**src/rtl/adc_out_formatter.sv**
```systemverilog
module adc_out_formatter #(
  parameter int DATA_W = 12
) (
  input  logic              clk,
  input  logic              rst_n,
  input  logic [DATA_W-1:0] raw_data,
  input  logic              raw_ovf,
  input  logic              twos_comp_en,
  input  logic              rand_en,
  input  logic              alt_pol_en,
  input  logic [2:0]        test_mode,
  input  logic              out_disable,
  output logic [DATA_W:0]   out_word,
  output logic              out_oe
);

  localparam int WORD_W = DATA_W + 1;

  function automatic logic [DATA_W-1:0] odd_bits();
    logic [DATA_W-1:0] m;
    for (int i = 0; i < DATA_W; i++) m[i] = (i % 2) == 1;
    return m;
  endfunction

  function automatic logic [WORD_W-1:0] checker_a();
    logic [WORD_W-1:0] m;
    for (int i = 0; i < WORD_W; i++) m[i] = ((WORD_W - 1 - i) % 2) == 0;
    return m;
  endfunction

  localparam logic [DATA_W-1:0] ODD_MASK = odd_bits();
  localparam logic [DATA_W-1:0] MSB_MASK = {1'b1, {(DATA_W-1){1'b0}}};
  localparam logic [WORD_W-1:0] CHK_A    = checker_a();
  localparam logic [WORD_W-1:0] CHK_B    = ~CHK_A;
  localparam logic [WORD_W-1:0] ONES     = '1;
  localparam logic [WORD_W-1:0] ZEROS    = '0;

  localparam logic [2:0] TM_ZEROS = 3'd1;
  localparam logic [2:0] TM_ONES  = 3'd2;
  localparam logic [2:0] TM_ALT   = 3'd3;
  localparam logic [2:0] TM_CHK   = 3'd4;

  logic              phase_q;
  logic [DATA_W-1:0] tc_d, rnd_d, fmt_d;
  logic [WORD_W-1:0] next_word;

  assign tc_d  = (twos_comp_en && !alt_pol_en) ? (raw_data ^ MSB_MASK) : raw_data;
  assign rnd_d = rand_en ? (tc_d ^ {{(DATA_W-1){tc_d[0]}}, 1'b0}) : tc_d;
  assign fmt_d = alt_pol_en ? (rnd_d ^ ODD_MASK) : rnd_d;

  always_comb begin
    case (test_mode)
      TM_ZEROS: next_word = ZEROS;
      TM_ONES:  next_word = ONES;
      TM_ALT:   next_word = phase_q ? ZEROS : ONES;
      TM_CHK:   next_word = phase_q ? CHK_B : CHK_A;
      default:  next_word = {raw_ovf, fmt_d};
    endcase
  end

  always_ff @(posedge clk or negedge rst_n) begin
    if (!rst_n) begin
      out_word <= '0;
      out_oe   <= 1'b0;
      phase_q  <= 1'b0;
    end else begin
      out_word <= next_word;
      out_oe   <= !out_disable;
      phase_q  <= !phase_q;
    end
  end

endmodule

```
**config.mk**
```make
export PLATFORM = sky130hd
export DESIGN_NAME = adc_out_formatter
export DESIGN_NICKNAME = d
export VERILOG_FILES = /design/src/rtl/adc_out_formatter.sv
export SDC_FILE = /design/constraint.sdc
export NUM_CORES = 1
export LEC_CHECK = 0
export BUFFER_PORTS_ARGS = -buffer_cell sky130_fd_sc_hd__buf_2
export CAP_MARGIN = 30
export CORE_MARGIN = 1.5
export CORE_UTILIZATION = 50
export CTS_BUF_LIST = sky130_fd_sc_hd__clkbuf_4
export CTS_CLUSTER_DIAMETER = 30
export DETAILED_ROUTE_END_ITERATION = 8
export PLACE_DENSITY = 0.87
export SLEW_MARGIN = 10
export SYNTH_ARGS = -nofsm -noshare
export SYNTH_HDL_FRONTEND = slang
export SYNTH_SLANG_ARGS = --single-unit
```
**constraint.sdc**
```tcl
create_clock -name clk -period 2.4 [get_ports clk]
set_clock_uncertainty 0.2 [all_clocks]
set_input_delay 0.24 -clock clk [delete_from_list [all_inputs] [get_ports clk]]
set_output_delay 0.24 -clock clk [all_outputs]
set_load 0.1 [all_outputs]
```
==> flow_summary_export.csv, run 1 <==
group,metric,value,unit
sta,period_share,0.619,
synth,synth.top_cells.by_count,"dfrtp_1 (15), a21oi_1 (10), xnor2_1 (9)",
floorplanning,die_h,42.5,um
critical_path,worstReg2RegEnd,"out_word[1]",
clock_tree,cts_setup_buffers,0,
min_path,min_path_cells,3,
min_path,hold_class,"in -> reg",
sta,report.final.hold_viol_count,0,
placed_design,place_congestion,0.867,
sta,post-route-min-period,1.49,ns
critical_path,critPathKind,"reg -> out",
critical_path,path_depth,1,
floorplanning,coreArea,0.00149,mm2
detailed_routing,drt_wl_total,1490,um
critical_path,endpoint_kind,"primary output",
clock_tree,clock_latency,0.27,ns
critical_path,setup.worst_path.start_class,"flop",
critical_path,critPathSlowestCell,"buf_2",
synth,synthDominantCellAreaShare,0.480,
final_layout,drive_gt1_frac,0.359,
final_layout,area_growth,27.2,%
synth,ys_seq_elements,15,
synth,yosysMostFrequentCell,"dfrtp_1",
clock_tree,clock-sinks,15,
clock_tree,ctsResizeCount,0,
detailed_routing,post-route-drc-count,0,
synth,synth.distinct_cells,21,
sta,drv_slew,0,
placed_design,io_buffers,35,
floorplanning,die-area,0.00181,mm2
global_route,grt_use_met1,0.248,
critical_path,critPathBufInv,1,
detailed_routing,vias_per_cell,5.04,
clock_tree,cts.clk_slew.worst_paths,0.09,ns
global_route,grt_max_degree,16,
critical_path,critPathLaunch,"out_word[6]",
critical_path,worstPathRequired,1.96,ns
pwr,power_density,772,mW/mm2
synth,synth_area,782,um2
sta,whs,0.0368,ns
global_route,antenna_found_initial,0,
sta,worst_slew_pin_slew,0.489,ns
pwr,ir_drop,0.264,mV
detailed_routing,drtAntennaViolNets,0,
global_route,grt_pass1_wl,2500,um
placed_design,hpwl,1150,um
detailed_routing,post_drt_wl_per_cell,11.2,um
floorplanning,placementRows,14,
synth,syn_area_per_cell,9.90,um2
detailed_routing,drt_pre_antenna_iters,4,
global_route,grt-busiest-layer,"met2",
sta,finalSetupViolations,0,
clock_tree,cts_buffer_depth,2,
critical_path,cp_cell_sequence,"buf_2",
synth,yosysTopAreaCell,"dfrtp_1",
synth,synthFlopType,"dfrtp_1",
final_layout,multi_input_area,365,um2
critical_path,crit_family,"buffers and inverters",
clock_tree,numCtsBuffers,3,
clock_tree,cts-hold-fix-buffers,2,
critical_path,cp_max_fo,1,
synth,synth_cells,79,
final_layout,fill_cells,125,
sta,fmax,0.673,GHz
critical_path,worstPathArrival,1.05,ns
critical_path,reg2reg_slack,0.93,ns
critical_path,slowest_delay,0.42,ns
sta,fin_tns_setup,0,ns
global_route,grt.overflow.total,0,
detailed_routing,vias,670,
detailed_routing,drt_iter0_drc,21,
critical_path,crit_end,"out_word[6]",
floorplanning,dieWidth,42.5,um
synth,async_flop_share,1.00,
clock_tree,htree_levels,1,
synth,synth-seq-area-share,0.480,
global_route,track_usage,0.180,
global_route,use_met3,0.00431,
clock_tree,tritoncts,"built",
pwr,p_total,768,uW
sta,rsz0062_at_grt,"false",
floorplanning,ios,36,
floorplanning,start_util,0.525,
synth,ys_warn_count,0,
global_route,grt_pass1_vias,620,
clock_tree,cts_root_buffer,"clkbuf_4",
global_route,gr-usage-met2,0.283,
final_layout,utilization,0.668,
sta,relSlewSlack,0.676,
pwr,p_leak,0.485,nW
synth,synth_edf_count,0,
final_layout,num_antenna_cells,0,
critical_path,reg2reg_depth,4,
critical_path,r2r_start,"phase_q",
final_layout,seqCellArea,375,um2
run,maxCapViolations,0,
run_status,run_status,"complete, no violations",
final_layout,nets,140,
synth,synth_nets,101,
synth,ys_top_cells_by_area,"dfrtp_1 (48%), xnor2_1 (10%), a21oi_1 (6.4%)",
## kinds of logic after synthesis
group | after synthesis | synth area share
simple gates | 20 | 0.115
xor+xnor | 14 | 0.184
flops | 15 | 0.480
compound gates | 24 | 0.168
buf+inv | 6 | 0.0528
## area by class of cell
cell class                 count  area share
clock inverter                 1     0.00503
multi-input combinational     58       0.367
inverter                       3      0.0113
timing repair buffer          37       0.196
tap                           16      0.0201
clock buffer                   3      0.0226
sequential                    15       0.377
## sequential cells by signal, summed over array words and instances, names as in the netlist
register,count
phase_q,1
out_oe,1
out_word,13
## layer usage
metal	up-vias	share of wire
met1	300	0.46
met4	0	0.0020
met3	2	0.046
li1	338	-
met5	-	0
met2	30	0.49
## how the worst min path moves through the flow
stage            startpoint           end  slack [ns]
6_report        raw_data[6]   out_word[6]        0.04
5_1_grt        raw_data[10]  out_word[10]        0.04
4_1_cts         raw_data[6]   out_word[6]        0.03
3_5_place_dp          rst_n   out_word[3]       -0.05
3_3_place_gp          rst_n       phase_q       -0.06
2_1_floorplan         rst_n        out_oe       -0.26
## placed cells by master (no fill, tap or decap)
cell type	count
nand3_1	3
a21boi_2	1
o21ai_0	6
buf_2	35
clkbuf_4	3
dfrtp_1	15
dlygate4sd3_1	2
o21a_1	1
nand2b_1	1
xnor2_1	9
a21oi_1	10
and2_4	1
a21boi_0	1
or2_1	1
xnor3_1	1
o21ai_1	5
nor3_1	1
xnor2_2	1
xor2_1	3
nand2_1	5
clkinv_2	1
inv_1	3
nor2_1	8
## per-stage QoR
| stage | cells | worst slack (ns) | instance area (um2) |
|---|---|---|---|
| 6_report | 133 | 0.915 | 995 |
| 5_1_grt | 133 | 0.829 | 995 |
| 4_1_cts | 133 | 0.912 | 995 |
| 3_5_place_dp | 127 | 0.873 | 947 |
| 3_3_place_gp | 127 | 0.932 | 947 |
| 2_1_floorplan | 79 | 1.06 | 782 |
## where the power goes
part	internal (mW)	switching, mW
Clock	0.0618	0.0767
Combinational	0.0704	0.274
Sequential	0.279	0.00544
Total	0.411	0.357
No activity file was read; power rests on OpenSTA's default activity.
==> run 2, diff against run 1 <==
--- a/config.mk
+++ b/config.mk
@@ -5,14 +5,15 @@
 export SDC_FILE = /design/constraint.sdc
 export NUM_CORES = 1
 export LEC_CHECK = 0
+export ABC_AREA = 1
 export BUFFER_PORTS_ARGS = -buffer_cell sky130_fd_sc_hd__buf_2
 export CAP_MARGIN = 30
 export CORE_MARGIN = 1.5
-export CORE_UTILIZATION = 50
+export CORE_UTILIZATION = 48
 export CTS_BUF_LIST = sky130_fd_sc_hd__clkbuf_4
 export CTS_CLUSTER_DIAMETER = 30
 export DETAILED_ROUTE_END_ITERATION = 8
-export PLACE_DENSITY = 0.87
+export PLACE_DENSITY = 0.82
 export SLEW_MARGIN = 10
 export SYNTH_ARGS = -nofsm -noshare
 export SYNTH_HDL_FRONTEND = slang
==> constraint.sdc (replaced) <==
create_clock -name clk -period 1.48 [get_ports clk]
set_clock_uncertainty 0.2 [all_clocks]
set_input_delay 0.148 -clock clk [delete_from_list [all_inputs] [get_ports clk]]
set_output_delay 0.148 -clock clk [all_outputs]
set_load 0.1 [all_outputs]
==> run 2 against run 1 <==
Final cell count is 33% higher. Register-to-register slack got worse by 0.60 ns. Setup slack worse by 0.84 ns. Combinational power grew 51%. Sequential share of layout area fell by 4.8 points. Critical path type is now in -> reg. First-iteration DRC count is 76% lower.
==> flow_summary_export.csv, run 2 <==
group,metric,value,unit
run_status,run_status,"complete, no violations",
critical_path,critPathKind,"in -> reg",
sta,finalSetupViolations,0,
synth,synth_cells,114,
synth,synth.top_cells.by_count,"nand2_1 (49), nand3_1 (16), dfrtp_1 (15), inv_1 (15)",
synth,async_flop_share,1.00,
run,maxCapViolations,0,
final_layout,largest_registers,"out_word x13, out_oe x1, phase_q x1",
critical_path,endpoint_kind,"flop",
clock_tree,ctsResizeCount,0,
floorplanning,dieWidth,45.2,um
sta,fin_tns_setup,0,ns
detailed_routing,drt_pre_antenna_iters,4,
clock_tree,htree_levels,1,
clock_tree,cts-hold-fix-buffers,9,
floorplanning,ios,36,
critical_path,setup.worst_path.start_class,"primary input",
synth,synthDominantCellAreaShare,0.439,
global_route,gr-usage-met2,0.286,
clock_tree,tritoncts,"built",
floorplanning,die-area,0.00204,mm2
detailed_routing,vias,811,
placed_design,hpwl,1280,um
final_layout,utilization,0.675,
synth,yosysTopAreaCell,"dfrtp_1",
final_layout,num_antenna_cells,0,
global_route,use_met3,0.0240,
clock_tree,clock_latency,0.27,ns
critical_path,worstPathArrival,1.37,ns
global_route,grt.overflow.total,0,
floorplanning,start_util,0.506,
final_layout,area_growth,33.4,%
clock_tree,cts_root_buffer,"clkbuf_4",
sta,drv_slew,0,
min_path,min-delay-start,"twos_comp_en",
synth,synth.distinct_cells,13,
final_layout,drive_gt1_frac,0.300,
placed_design,pre_cts_slack,0.323,ns
sta,fin_ws,0.0707,ns
global_route,grt_use_met1,0.216,
clock_tree,numCtsBuffers,3,
placed_design,io_buffers,35,
pwr,power_density,1070,mW/mm2
synth,ys_warn_count,0,
detailed_routing,drtAntennaViolNets,0,
global_route,track_usage,0.172,
sta,report.final.hold_viol_count,0,
detailed_routing,post-route-drc-count,0,
synth,ys_seq_elements,15,
synth,synth-seq-area-share,0.439,
critical_path,cp_max_fo,15,
final_layout,nets,183,
clock_tree,cts_buffer_depth,2,
global_route,grt_pass1_vias,670,
synth,synthFlopType,"dfrtp_1",
sta,fmax,0.710,GHz
pwr,ir_drop,0.518,mV
final_layout,stdcell_area,0.00114,mm2
final_layout,largest_register,"out_word",
sta,rsz0062_at_grt,"false",
floorplanning,placementRows,15,
sta,post-route-min-period,1.41,ns
floorplanning,coreArea,0.00169,mm2
global_route,grt-busiest-layer,"met2",
global_route,grt_pass1_wl,2590,um
clock_tree,clock-sinks,15,
global_route,antenna_found_initial,0,
detailed_routing,post_drt_wl_per_cell,9.21,um
synth,synth_edf_count,0,
global_route,grt_max_degree,16,
critical_path,reg2reg_depth,5,
min_path,hold_class,"in -> reg",
clock_tree,cts_setup_buffers,0,
critical_path,worstPathRequired,1.44,ns
sta,worst_slew_pin_slew,0.490,ns
detailed_routing,vias_per_cell,4.58,
placed_design,placed_cell_area,0.00102,mm2
sta,relSlewSlack,0.675,
detailed_routing,drt_iter0_drc,5,
synth,synth_area,855,um2
final_layout,largest_register_ffs,13,
final_layout,final_cell_mix,"nand2_1 (49), buf_2 (35), nand3_1 (16)",
synth,syn_area_per_cell,7.50,um2
placed_design,place_congestion,0.772,
detailed_routing,drt_wl_total,1630,um
floorplanning,die_h,45.2,um
critical_path,critPathLaunch,"raw_data[0]",
final_layout,final_common_cell,"nand2_1",
critical_path,r2r_start,"phase_q",
min_path,min_path_cells,5,
sta,period_share,0.952,
synth,ys_top_cells_by_area,"dfrtp_1 (44%), nand2_1 (22%), nand3_1 (9.4%)",
synth,yosysMostFrequentCell,"nand2_1",
pwr,p_leak,0.682,nW
synth,synth_nets,136,
clock_tree,cts.clk_slew.worst_paths,0.08,ns
pwr,p_total,1.22,mW
run 2: cell count changes after synthesis, moves of 6 or more:
| cell | before | now |
|---|---|---|
| a21oi_1 | 10 | 0 |
| inv_1 | 3 | 15 |
| nand2_1 | 5 | 49 |
| nand3_1 | 3 | 16 |
| o21ai_0 | 6 | 0 |
| xnor2_1 | 9 | 0 |
run 2: worst max-delay path, stage by stage:
cell and delay, ns:
dlygate4sd3_1 0.53, buf_2 0.15, nand2_4 0.11, inv_4 0.09
or2_1 0.22, nand3_1 0.08, nand2_1 0.05
run 2: through the flow:
stage | std cells | hold slack (ns)
final | 177 | 0.0172
after floorplan | 114 | -0.348
after global routing | 177 | 0.0628
after CTS | 177 | 0.0221
after detailed placement | 164 | -0.139
after global placement | 164 | -0.147
run 2: final timing paths:
| path | end | slack [ns] |
|---|---|---|
| setup / recovery | out_word[8] | 0.07 |
| hold / removal | out_word[11] | 0.02 |
| setup reg to reg | out_word[2] | 0.33 |
| hold reg to reg | phase_q | 0.29 |
| max in group asynchronous | out_word[10] | 0.75 |
| min in group asynchronous | out_word[5] | 0.09 |
run 2: final cells by class:
type	instances	area (um2)
clock buffers	4	30.0
flip-flops and latches	15	375
well taps	17	21.3
fillers	134	549
multi-input cells	81	385
repair buffers	44	265
inverters	16	62.6
run 2: report_power, final:
part	total (mW)	switching, mW	internal, mW
sequential	0.457	0.00884	0.448
clock	0.239	0.117	0.123
combinational	0.520	0.415	0.104
run 2: logic make-up after synthesis:
logic type | Yosys count | share of synthesized area
and+or+nand+nor | 81 | 0.451
DFF | 15 | 0.439
buffers and inverters | 18 | 0.110
run 2: routing by layer:
layer / wire, um / up-vias
met5: 0 / -
met4: 23 / 0
met3: 71 / 4
met2: 803 / 25
met1: 731 / 344
li1: - / 438
